<file path="src/rtl/tlc_pkg.sv">
package tlc_pkg;
  // Strobes passed from the window control to the code datapath
  typedef struct packed {
    logic decide;      // apply one adaptation decision on this edge
    logic windowOpen;  // adaptation window currently open
  } tlcStrobe_t;
endpackage

</file>
<file path="src/rtl/tlc_ctrl.sv">
module tlc_ctrl
  import tlc_pkg::*;
#(
  parameter int QTR_CYCLES   = 3000,
  parameter int QTRS_PER_BIT = 4,
  parameter int WINDOW_BITS  = 2
) (
  input  logic       clk,
  input  logic       rstN,
  input  logic       frameStart,
  input  logic       bitStrobe,
  output tlcStrobe_t strobes
);
  localparam int DECISIONS = WINDOW_BITS * QTRS_PER_BIT;
  localparam int PH_W      = $clog2(QTR_CYCLES + 1);
  localparam int DC_W      = $clog2(DECISIONS + 1);
  localparam int BT_W      = $clog2(WINDOW_BITS + 1);
  localparam logic [PH_W-1:0] PH_LAST  = PH_W'(QTR_CYCLES - 1);
  localparam logic [DC_W-1:0] DC_LAST  = DC_W'(DECISIONS - 1);
  localparam logic [BT_W-1:0] BT_LAST  = BT_W'(WINDOW_BITS - 1);

  logic            active;
  logic [PH_W-1:0] phase;
  logic [DC_W-1:0] decCount;
  logic [BT_W-1:0] bitsSeen;
  logic            terminal;
  logic            lastDecision;
  logic            lastBit;

  assign terminal     = (phase == PH_LAST);
  assign lastDecision = terminal && (decCount == DC_LAST);
  assign lastBit      = bitStrobe && (bitsSeen == BT_LAST);

  always_ff @(posedge clk or negedge rstN) begin
    if (!rstN) begin
      active   <= 1'b0;
      phase    <= '0;
      decCount <= '0;
      bitsSeen <= '0;
    end else if (frameStart) begin
      active   <= 1'b1;
      phase    <= '0;
      decCount <= '0;
      bitsSeen <= '0;
    end else if (active) begin
      phase <= (terminal || bitStrobe) ? '0 : phase + 1'b1;
      if (terminal)  decCount <= decCount + 1'b1;
      if (bitStrobe) bitsSeen <= bitsSeen + 1'b1;
      if (lastDecision || lastBit) active <= 1'b0;
    end
  end

  always_comb begin
    strobes.windowOpen = active;
    strobes.decide     = active && terminal && !frameStart;
  end

  // an open window never has the full decision count behind it
  a_r7_decision_cap : assert property (@(posedge clk) disable iff (!rstN)
    active |-> (decCount < DC_W'(DECISIONS)));
  // an open window has seen fewer than WINDOW_BITS bit strobes
  a_r8_bit_cap : assert property (@(posedge clk) disable iff (!rstN)
    active |-> (bitsSeen < BT_W'(WINDOW_BITS)));
  // the window opens only in response to a frame start
  a_r6_open_on_frame : assert property (@(posedge clk) disable iff (!rstN)
    (!active ##1 active) |-> $past(frameStart));
endmodule

</file>
<file path="src/rtl/tlc_datapath.sv">
module tlc_datapath
  import tlc_pkg::*;
#(
  parameter int LEVELS = 8,
  localparam int CODE_W = $clog2(LEVELS)
) (
  input  logic              clk,
  input  logic              rstN,
  input  tlcStrobe_t        strobes,
  input  logic              peakLow,
  input  logic              peakHigh,
  output logic [CODE_W-1:0] code
);
  localparam logic [CODE_W-1:0] CODE_MAX = CODE_W'(LEVELS - 1);

  logic atTop;
  logic atBottom;
  logic [CODE_W-1:0] codeNext;

  assign atTop    = (code == CODE_MAX);
  assign atBottom = (code == '0);

  always_comb begin
    codeNext = code;
    if (strobes.decide) begin
      if (peakHigh) begin
        if (!atTop) codeNext = code + 1'b1;   // too loud: more attenuation
      end else if (peakLow) begin
        if (!atBottom) codeNext = code - 1'b1; // too quiet: less attenuation
      end
    end
  end

  always_ff @(posedge clk or negedge rstN) begin
    if (!rstN) code <= CODE_MAX;
    else       code <= codeNext;
  end

  // without a decision strobe the code holds
  a_r6_hold_between : assert property (@(posedge clk) disable iff (!rstN)
    !strobes.decide |=> $stable(code));
  // closed window leaves the code untouched whatever the flags do
  a_r7_closed_hold : assert property (@(posedge clk) disable iff (!rstN)
    !strobes.windowOpen |=> $stable(code));
  // high flag wins, one step up below the top
  a_r5_high_wins : assert property (@(posedge clk) disable iff (!rstN)
    (strobes.decide && peakHigh && code != CODE_MAX) |=> (code == $past(code) + 1'b1));
  // low flag alone steps down above the bottom
  a_r2_step_down : assert property (@(posedge clk) disable iff (!rstN)
    (strobes.decide && peakLow && !peakHigh && code != '0) |=> (code == $past(code) - 1'b1));
  // no flag leaves the code alone
  a_r4_no_flag : assert property (@(posedge clk) disable iff (!rstN)
    (strobes.decide && !peakLow && !peakHigh) |=> $stable(code));
  // saturation at the top
  a_r3_top_sat : assert property (@(posedge clk) disable iff (!rstN)
    (code == CODE_MAX && peakHigh) |=> (code == CODE_MAX));
endmodule

</file>
<file path="src/rtl/tx_level_ctrl.sv">
module tx_level_ctrl
  import tlc_pkg::*;
#(
  parameter int LEVELS       = 8,
  parameter int QTR_CYCLES   = 3000,
  parameter int QTRS_PER_BIT = 4,
  parameter int WINDOW_BITS  = 2,
  localparam int CODE_W = $clog2(LEVELS)
) (
  input  logic              clk,
  input  logic              rstN,
  input  logic              frameStart,
  input  logic              bitStrobe,
  input  logic              peakLow,
  input  logic              peakHigh,
  output logic [CODE_W-1:0] attenCode
);
  tlcStrobe_t strobes;

  tlc_ctrl #(
    .QTR_CYCLES  (QTR_CYCLES),
    .QTRS_PER_BIT(QTRS_PER_BIT),
    .WINDOW_BITS (WINDOW_BITS)
  ) ctrl_i (
    .clk       (clk),
    .rstN      (rstN),
    .frameStart(frameStart),
    .bitStrobe (bitStrobe),
    .strobes   (strobes)
  );

  tlc_datapath #(
    .LEVELS(LEVELS)
  ) dp_i (
    .clk     (clk),
    .rstN    (rstN),
    .strobes (strobes),
    .peakLow (peakLow),
    .peakHigh(peakHigh),
    .code    (attenCode)
  );

  // code is at maximum on the first edge after reset release
  a_r1_reset_max : assert property (@(posedge clk)
    $rose(rstN) |-> (attenCode == CODE_W'(LEVELS - 1)));
endmodule

</file>
<file path="config.mk">
export PLATFORM = sky130hd
export DESIGN_NAME = tx_level_ctrl
export DESIGN_NICKNAME = d
export VERILOG_FILES = /design/src/rtl/tlc_pkg.sv /design/src/rtl/tlc_ctrl.sv /design/src/rtl/tlc_datapath.sv /design/src/rtl/tx_level_ctrl.sv
export SDC_FILE = /design/constraint.sdc
export NUM_CORES = 1
export LEC_CHECK = 0
export BUFFER_PORTS_ARGS = -buffer_cell sky130_fd_sc_hd__buf_2
export CORE_ASPECT_RATIO = 1.4
export CORE_UTILIZATION = 52
export DETAILED_ROUTE_END_ITERATION = 7
export MAX_ROUTING_LAYER = met4
export PLACE_DENSITY = 0.73
export SLEW_MARGIN = 10
export SYNTH_ARGS = -nofsm -noshare
export SYNTH_HDL_FRONTEND = slang
export SYNTH_SLANG_ARGS = --single-unit
</file>
<file path="constraint.sdc">
create_clock -name clk -period 1.65 [get_ports clk]
set_clock_uncertainty 0.15 [all_clocks]
set_input_delay 0.0825 -clock clk [delete_from_list [all_inputs] [get_ports clk]]
set_output_delay 0.0825 -clock clk [all_outputs]
set_load 0.005 [all_outputs]
</file>
==> results of run 1 <==
cells in the mapped netlist (2+ instances only):
cell / number / area share (%)
xor2_1: 11 / 8.2
nor2_1: 17 / 5.4
o211ai_1: 2 / 1.3
dfrtp_1: 19 / 40
a21oi_1: 5 / 2.1
nand4_1: 2 / 1.1
nand3_1: 6 / 2.5
o21ai_0: 5 / 2.1
or3_1: 2 / 1.1
nand2_1: 7 / 2.2
and3_1: 2 / 1.1
nand2b_1: 6 / 3.2
xnor2_1: 2 / 1.5
inv_1: 3 / 0.95
ha_1: 3 / 3.2
dfstp_2: 3 / 6.7
what timing repair did:
action	in CTS	in global routing
setup endpoints to repair	2	9
pin swaps	1	0
endpoints found under the hold margin	31	0
resized for setup	0	2
hold buffers	3	0
worst reg2reg max path, stage by stage, from the launching register on:
cell      delay (ps)
dfrtp_1          370
ha_1             160
and4bb_2         280
nand4_4          120
or3_1            340
a21oi_1          150
final cells by class:
cell class              count  area share, %
well taps                  22          1.987
repair buffers             24          12.10
inverters                   3         0.8130
multi-input cells          88          43.18
clock buffers               4          1.897
flip-flops and latches     22          40.02
sequential cells by signal (all words and copies together) (netlist names):
signal,count
ctrl_i.bitsSeen,2
ctrl_i.phase,12
ctrl_i.active,1
ctrl_i.decCount,4
dp_i.code,3
cells by family (layout without fill, tap and decap cells):
kind of cell             after synthesis  count (layout)  synth area share (%)
XOR/XNOR                              13              13                 9.650
AND/OR/NAND/NOR                       49              49                 22.59
flip-flops                            22              22                 46.98
AO/OA/AOI/OAI                         20              20                 11.45
adder cells (fa/ha/maj)                4               4                 4.878
multiplexers                           2               2                 1.803
buffers and inverters                  6              31                 2.650
metal layers:
layer / track usage [%] / up-vias / wire (um) / share of wire (%)
met3: 2.147 / 7 / 60 / 2.6
met5: - / - / 0 / 0
met2: 40.00 / 19 / 1176 / 52
li1: - / 458 / - / -
met4: 12.95 / 0 / 63 / 2.8
met1: 22.92 / 439 / 980 / 43
how the worst max path moves through the flow:
stage                     start                 end  slack [ps]  cells past startpoint
2_1_floorplan   ctrl_i.phase[3]  ctrl_i.decCount[3]           9                      5
3_3_place_gp    ctrl_i.phase[0]  ctrl_i.decCount[3]          50                      5
3_5_place_dp   ctrl_i.phase[10]  ctrl_i.decCount[3]          -7                      4
4_1_cts         ctrl_i.phase[1]  ctrl_i.decCount[2]          -9                      5
5_1_grt         ctrl_i.phase[1]  ctrl_i.decCount[2]         -90                      5
6_report        ctrl_i.phase[1]  ctrl_i.decCount[3]           4                      5
power breakdown:
part | switching [mW] | leakage [nW] | internal [mW]
Combinational | 0.0540 | 0.323 | 0.0427
Clock | 0.161 | 0.0150 | 0.0945
Sequential | 0.0170 | 0.290 | 0.556
==> results.md, run 1 <==
* Synthesized flop and latch total at 22
* Pleak at 0.6281 nW
* WP data required at 1750 ps
* Reg clk slew, reported paths at 120 ps
* Max_slew headroom at 66.56%
* WHS Endpoint: dp_i.code[2]
* Worst reg2reg endpoint: ctrl_i.decCount[3]
* Initial DRC count at 8
* Power Dens Cells at 668.1 nW/um2
* H-Tree Depth at 1
* Prevailing post-synth register cell: dfrtp_1
* Global-route wire length before repair at 4015 um
* Final setup margin at 3.508 ps
* Sequential fraction of the synthesis area at 46.98%
* Slowest cell delay on critical path at 370 ps
* Hold WC Path Type: input pin to flop
* Critical Path End Type: flop
* Worst-Skew Late Latency at 310 ps
* Setup TNS at 0 ps
* Vias at 923
* Layout Cells excl Fill at 163
* CTS max path bufs at 2
* Antenna violations before repair at 0
* CP Cell Sequence: ha_1, and4bb_2, nand4_4, or3_1, a21oi_1
* Most common cell after layout, fill and taps aside: dfrtp_1
* Max Cap Viol at 0
* Maximum vdd drop at 0.4338 mV
* Root Driver: clkbuf_4
* Critical Path Fanout Max at 6
* DP Area at 1328 um2
* Crit path time final at 1646 ps
* Initial core utilization at 54.83%
* DRC viols at 0
* RSZ-0062 raised after global routing: true
* Min-delay src: peakHigh
* CTS tree: yes
* Number of global-route vias before repair at 976
* Crit path kind: flop to flop
* Gate Count Post-Synth at 116
* Worst reg2reg startpoint: ctrl_i.phase[1]
* Top-Level Pins at 9
* Tcrit/Tclk final at 99.79%
* Total CTS buffers at 3
* Final core occ at 64.36%
* Power Total at 925.4 uW
* NumNets Final at 152
* Slowest CP cell: dfrtp_1
* Clock Sink Count at 22
* Detailed Route WL at 2281 um
* Ant diodes at 0
* Core ar. at 2152 um2
* Area growth, synth to finish at 17.39%
* Post-route cell area at 1385 um2
* Largest net degree at the start of global routing at 23
* Post-detail-place hpwl at 1702 um
* # fillers at 175
* IO Port Bufs at 8
* Most frequent cells in the layout: dfrtp_1 (19), nor2_1 (16), buf_4 (13)
* Global route total overflow at 0
* Die W at 42.26 um
* Vias/cell at 5.663
* Setup bufs post-CTS at 0
* Routed wire per std cell at 13.99 um
* Post-place setup slack at -6.820 ps
* Post-Syn Nets at 126
* Warnings, synthesis at 0
* Post-synth EDFFs at 0
* Buffers & Inverters on Critical Path at 0
* Synth Cell Area at 1180 um2
* Register area at 554.3 um2
* Layout cells sized above 1 at 22.70%
* Die area at 2466 um2
* GP Congestion at 0.8213
* Remaining antenna violation count at 0
* CP top delay family: simple AND/OR/NAND/NOR gates
* Worst EP arrival at 1740 ps
* Multi-input gate area at 598.1 um2
* Placed Instances at 156
* Synthesized area per cell at 10.17 um2
* Startpoint Class: flop
* Worst Tran Pin Value at 501.7 ps
* Die H at 58.36 um
* Final Max Slew Viols at 0
* Fmax at 0.6074 GHz
* Fin. Hold Viols at 0
* Setup violations, final at 0
* Distinct cell type count after synthesis at 37
* R2R Setup Slk at 4 ps
* Row count at 20
* R2R cell count at 5
* Total GRT Usage at 22.10%
* Async SR Flop Fraction at 100.0%
* Fin Hold WS at 63.75 ps
* First-pass detailed-route iteration total at 4
* Hold Crit Depth at 4
* Status: finished, final reports clean
Note: power is estimated with default switching activity, not from simulation.
==> run 2, diff against run 1 <==
Settings changed: ABC_AREA set to 1.
==> results.md, run 2 <==
* Status: finished, final reports clean
* Final core occ at 64.77% (+0.41 points)
* RSZ-0062 raised after global routing: true
* Post-detail-place hpwl at 1702 um (about the same)
* Fmax at 0.6143 GHz (+1.1%)
* Synth Cell Area at 1224 um2 (+3.7%)
* Global-route wire length before repair at 3905 um (-2.7%)
* Top-Level Pins at 9 (unchanged)
* Routed wire per std cell at 12.29 um (-12%)
* Vias/cell at 5.274 (-6.9%)
* Total CTS buffers at 3 (unchanged)
* WP data required at 1720 ps (-30 ps)
* Synthesized area per cell at 8.158 um2 (-20%)
* CP top delay family: simple AND/OR/NAND/NOR gates
* Detailed Route WL at 2335 um (+2.4%)
* Total GRT Usage at 20.77% (-1.3 points)
* Slowest CP cell: dfrtp_1
* Worst EP arrival at 1700 ps (-40 ps)
* Synth top area share at 38.85% (-1.4 points)
* Clock Sink Count at 22 (unchanged)
* Setup bufs post-CTS at 0 (unchanged)
* Die W at 43 um (+1.8%)
* GP Congestion at 0.7793 (-5.1%)
* Layout cells sized above 1 at 21.43% (-1.3 points)
* Vias at 1002 (+8.6%)
* Ant diodes at 0 (unchanged)
* Worst Tran Pin Value at 487.1 ps (-14.54 ps)
* NumNets Final at 179 (+18%)
* IO Port Bufs at 8 (unchanged)
* First-pass detailed-route iteration total at 4 (unchanged)
* Final setup margin at 22.06 ps (+18.56 ps)
* Core ar. at 2202 um2 (+2.3%)
* Crit path time final at 1628 ps (-18.56 ps)
* Async SR Flop Fraction at 100.0% (unchanged)
* CP Cell Sequence: ha_2, nand2_1, nor2_1, nand3_2, nand2_1, nand2_2, nand2_2, a21oi_1
* Row count at 20 (unchanged)
* Max_slew headroom at 67.52% (+0.97 points)
* Die area at 2554 um2 (+3.6%)
* Most frequent cells in the layout: nand2_1 (40), dfrtp_1 (19), inv_1 (18)
* Remaining antenna violation count at 0 (unchanged)
* Root Driver: clkbuf_4
* Startpoint Class: flop
* CTS tree: yes
* Post-route cell area at 1426 um2 (+3.0%)
* Initial core utilization at 55.57% (+0.74 points)
* Critical Path Fanout Max at 5 (-1)
* Area leader, netlist: dfrtp_1
* Pleak at 0.6938 nW (+10%)
* Post-synth EDFFs at 0 (unchanged)
* Global route total overflow at 0 (unchanged)
* Die H at 59.40 um (+1.8%)
* Tcrit/Tclk final at 98.66% (-1.1 points)
* Maximum vdd drop at 0.5331 mV (+23%)
* Warnings, synthesis at 0 (unchanged)
* # fillers at 210 (+20%)
* Slowest cell delay on critical path at 410 ps (+40 ps)
* Area growth, synth to finish at 16.56%
* Most common cell after layout, fill and taps aside: nand2_1
* CTS max path bufs at 2 (unchanged)
* Power Total at 1.113 mW (+20%)
* Post-Syn Nets at 160 (+27%)
* Synth area leaders: dfrtp_1 (39%), nand2_1 (13%), dfstp_2 (6.4%)
* Gate Count Post-Synth at 150 (+29%)
* Count leader, synth: nand2_1
* Fin. Hold Viols at 0 (unchanged)
* Commonest cells post-synth: nand2_1 (42), dfrtp_1 (19), inv_1 (19)
* Sequential fraction of the synthesis area at 45.30% (-1.7 points)
* Initial DRC count at 28 (+20)
* Biggest regs: ctrl_i.phase: 12 flops, ctrl_i.decCount: 4 flops, dp_i.code: 3 flops
* Most flop-heavy register: ctrl_i.phase
* Post-place setup slack at 1.874 ps (+8.694 ps)
* Worst-Skew Late Latency at 320 ps (about the same)
* DP Area at 1306 um2 (-1.6%)
* H-Tree Depth at 1 (unchanged)
* Largest net degree at the start of global routing at 23 (unchanged)
* Synthesized flop and latch total at 22 (unchanged)
* Distinct cell type count after synthesis at 27 (-27%)
* Number of flip-flops under the largest register name at 12 (unchanged)
* Buffers & Inverters on Critical Path at 0 (unchanged)
* Number of global-route vias before repair at 979 (+0.31%)
* Final Max Slew Viols at 0 (unchanged)
* Reg clk slew, reported paths at 130 ps (about the same)
* Prevailing post-synth register cell: dfrtp_1
* Antenna violations before repair at 0 (unchanged)
* Crit path kind: flop to flop
* Hold WC Path Type: input pin to asynchronous set/reset pin
* Setup violations, final at 0 (unchanged)
* Critical Path End Type: flop
* Max Cap Viol at 0 (unchanged)
* DRC viols at 0 (unchanged)
* Power Dens Cells at 780.0 nW/um2 (+17%)
==> run 2: cell count changes in the layout (fill, tap and decap cells not counted), moves of 3 or more <==
cell / before / now
inv_1: 3 / 18
nor2_4: 0 / 4
xor2_1: 11 / 4
buf_4: 13 / 2
nand2_1: 7 / 40
nand2b_1: 6 / 0
nand2_2: 0 / 3
==> run 2: kinds of logic (layout without fill, tap and decap cells) <==
family                     Yosys count  after routing  synth area share, %
DFF                                 22             22                45.30
adders and majority gates            4              4                4.704
and+or+nand+nor                     82             82                31.70
xor gates and xnor gates             6              6                4.294
muxes                                1              1               0.8180
buffers and inverters               19             37                5.828
AOI/OAI and AO/OA                   16             16                7.362
==> run 2: metal layers <==
layer	global-route usage [%]	share of wire, %
met3	1.829	2.1
met4	9.091	2.0
met1	22.38	39
met5	-	0
met2	38.31	57
==> run 2: area by class of cell <==
type / count / area, um2 / share of cell area, %
timing repair buffer: 14 / 95.09 / 6.667
clock inverter: 1 / 30.03 / 2.105
inverter: 19 / 71.32 / 5.000
clock buffer: 3 / 22.52 / 1.579
multi-input combinational: 109 / 625.6 / 43.86
tap: 22 / 27.53 / 1.930
sequential: 22 / 554.3 / 38.86
==> run 2: worst register-to-register path: cells and delay by family (launching register included) <==
kind	cells	cell delay [ps]
AND/OR/NAND/NOR	6	680
flip-flops	1	410
adder cells (fa/ha/maj)	1	220
AO/OA/AOI/OAI	1	80
==> run 2: metrics by stage <==
stage,hold WS [ps],setup TNS [ps],cells
floorplan,-363.1,0,150
global placement,-80.24,0,182
detailed placement,-74.28,0,182
CTS,74.08,-1.992,190
global route,118.4,-670.6,190
finish,82.18,0,190
==> run 2: power by group <==
part / internal (mW) / switching, mW / total, mW
combinational: 0.0462 / 0.0680 / 0.114
clock: 0.246 / 0.177 / 0.423
sequential: 0.559 / 0.0166 / 0.575
total: 0.851 / 0.261 / 1.11
==> run 2: timing repair <==
item / 4_1_cts / 5_1_grt
endpoints found under the setup margin: 1 / 17
hold buffers: 4 / 0
hold endpoints to repair: 28 / 0
pin swaps: 0 / 1
resized for setup: 2 / 7
==> run 2: worst paths after layout <==
path	startpoint	end	slack [ps]	depth (start not counted)
max	ctrl_i.phase[0]	ctrl_i.phase[10]	20	8
min	rstN	ctrl_i.phase[5]	80	2
max in group asynchronous	rstN	dp_i.code[0]	900	2
min reg2reg	dp_i.code[1]	dp_i.code[1]	360	2
max reg2reg	ctrl_i.phase[0]	ctrl_i.phase[10]	20	8
min in group clk	peakLow	dp_i.code[2]	80	6
==> run 3, diff against run 2 <==
Settings changed: SETUP_SLACK_MARGIN set to 0.05.
==> results.md, run 3 (synthesized netlist as in run 2, its figures left out) <==
* Die area at 2554 um2 (unchanged)
* Routed wire per std cell at 12.93 um (+5.2%)
* Antenna violations before repair at 0 (unchanged)
* Slowest cell delay on critical path at 420 ps (about the same)
* Met2 routed WL at 1380 um (+4.3%)
* Global route total overflow at 0 (unchanged)
* Net switching power at 272.1 uW (+4.1%)
* Worst Tran Pin Value at 506.1 ps (+18.96 ps)
* Switching Share at 24.19% (+0.69 points)
* DP Area at 1306 um2 (unchanged)
* R2R Setup Slk at 20 ps (about the same)
* Critical Path Fanout Max at 5 (unchanged)
* Max Cap Viol at 0 (unchanged)
* Initial DRC count at 21 (-25%)
* Crit path time final at 1630 ps (+2.162 ps)
* Fin Hold WS at 70.88 ps (-11.30 ps)
* Startpoint Class: flop
* Metal1 wirelength at 987 um (+7.9%)
* Internal power at 852.7 uW (+0.20%)
* Met3 wire length at 70 um (+43%)
* Power Dens Cells at 767.7 nW/um2 (-1.6%)
* Min-delay src: peakLow
* Row count at 20 (unchanged)
* Worst-Skew Late Latency at 320 ps (about the same)
* RSZ-0062 raised after global routing: true
* CP top delay family: simple AND/OR/NAND/NOR gates
* Post-route cell area at 1465 um2 (+2.7%)
* Hold WC Path Type: input pin to flop
* Final setup margin at 19.90 ps (-2.162 ps)
* Layout cells sized above 1 at 24.40% (+3.0 points)
* Number of global-route vias before repair at 958 (-2.1%)
* Fmax at 0.6135 GHz (-0.13%)
* Total CTS buffers at 3 (unchanged)
* Remaining antenna violation count at 0 (unchanged)
* CTS tree: yes
* Post-place setup slack at 1.874 ps (unchanged)
* Crit path kind: flop to flop
* Root Driver: clkbuf_4
* Setup bufs post-CTS at 0 (unchanged)
* Total GRT Usage at 20.66% (-0.12 points)
* Core ar. at 2202 um2 (unchanged)
* DRC viols at 0 (unchanged)
* Most flop-heavy register: ctrl_i.phase
* Pleak at 0.6931 nW (-0.11%)
* Clock Sink Count at 22 (unchanged)
* IO Port Bufs at 8 (unchanged)
* Most common cell after layout, fill and taps aside: nand2_1
* Fin. Hold Viols at 0 (unchanged)
* Global-route wire length before repair at 3877 um (-0.72%)
* Tcrit/Tclk final at 98.79% (+0.13 points)
* Buffers & Inverters on Critical Path at 0 (unchanged)
* Initial core utilization at 55.57% (unchanged)
* Critical Path End Type: flop
* Status: finished, final reports clean
* WP data required at 1730 ps (about the same)
* Top sig layer: met4
* Top-Level Pins at 9 (unchanged)
* Die W at 43 um (unchanged)
* Most frequent cells in the layout: nand2_1 (39), dfrtp_1 (19), inv_1 (18)
* NumNets Final at 179 (unchanged)
* Vias/cell at 5.305 (+0.60%)
* GP Congestion at 0.7793 (unchanged)
* Max_slew headroom at 66.26% (-1.3 points)
* Setup violations, final at 0 (unchanged)
* Worst EP arrival at 1710 ps (about the same)
* Final Max Slew Viols at 0 (unchanged)
* Die H at 59.40 um (unchanged)
* CP Cell Sequence: ha_2, nand2_1, nor2_1, nand3_2, nand2_2, nand2_4, nand2_4, a21oi_2
* Reg clk slew, reported paths at 140 ps (about the same)
* # fillers at 208 (-0.95%)
* CP most frequent cell: nand2_4
* H-Tree Depth at 1 (unchanged)
* Reg power frac at 51.1% (-0.6 points)
* Vias at 1008 (+0.60%)
* First-pass detailed-route iteration total at 4 (unchanged)
* Post-detail-place hpwl at 1702 um (unchanged)
* Ant diodes at 0 (unchanged)
* Number of flip-flops under the largest register name at 12 (unchanged)
* Detailed Route WL at 2456 um (+5.2%)
* Largest net degree at the start of global routing at 23 (unchanged)
* Area growth, synth to finish at 19.73%
* Biggest regs: ctrl_i.phase: 12 flops, ctrl_i.decCount: 4 flops, dp_i.code: 3 flops
* Maximum vdd drop at 0.5028 mV (-5.7%)
* Slowest CP cell: dfrtp_1
* Crit path launch: ctrl_i.phase[0]
* Combinational power share at 11.1% (+0.8 points)
* CTS max path bufs at 2 (unchanged)
* Clock power frac at 37.7% (-0.3 points)
* Worst reg2reg startpoint: ctrl_i.phase[0]
-- run 3: cell counts in the layout (fill, tap and decap cells not counted) --
No cell type changed its count.
-- run 3: path summary, 6_finish.rpt --
check	endpoint	cells after the start
worst max-delay path	ctrl_i.phase[8]	8
worst min-delay path	dp_i.code[2]	6
worst max register to register	ctrl_i.phase[8]	8
worst min register to register	dp_i.code[2]	2
max in group asynchronous	dp_i.code[1]	2
min in group asynchronous	ctrl_i.phase[5]	2
-- run 3: worst reg2reg max path: stages (launching register included) --
cell and delay (ps):
dfrtp_1 420, ha_2 220, nand2_1 60, nor2_1 120, nand3_2 180, nand2_2 150
nand2_4 100, nand2_4 110, a21oi_2 50
-- run 3: metal layers --
metal  track usage (%)  vias to the layer above
met5                 -                        -
met4             9.091                        0
met3             1.829                        2
met2             37.66                       19
met1             22.62                      483
li1                  -                      504
-- run 3: through the flow --
step | util [%] | power [mW] | TNS (ps) | std cells
2_1_floorplan | - | 0.6430 | 0 | 150
3_3_place_gp | 59.32 | 0.6813 | 0 | 182
3_5_place_dp | 59.32 | 0.6857 | 0 | 182
4_1_cts | 63.98 | 1.110 | 0 | 190
5_1_grt | 66.53 | 1.159 | -1019 | 190
6_report | 66.53 | 1.125 | 0 | 190
-- run 3: layout make-up --
class / instances / area, um2 / share of cell area (%)
Clock inverter: 1 / 30.03 / 2.050
Inverter: 19 / 76.32 / 5.209
Clock buffer: 3 / 22.52 / 1.537
Tap cell: 22 / 27.53 / 1.879
Sequential cell: 22 / 554.3 / 37.83
Timing Repair Buffer: 14 / 95.09 / 6.490
Multi-Input combinational cell: 109 / 659.4 / 45.00
-- run 3: what timing repair did --
item | in CTS | in global routing
setup endpoints to repair | 11 | 18
gates resized for setup | 5 | 17
hold buffers | 4 | 0
pin swaps | 0 | 5
hold endpoints to repair | 28 | 0
-- run 3: power groups by stage --
stage               Combinational, mW  Clock (mW)  Sequential (mW)
floorplan                      0.0611           0            0.582
global placement               0.0974           0            0.584
detailed placement              0.101           0            0.585
CTS                             0.111       0.424            0.575
global route                    0.143       0.437            0.578
finish                          0.125       0.424            0.575
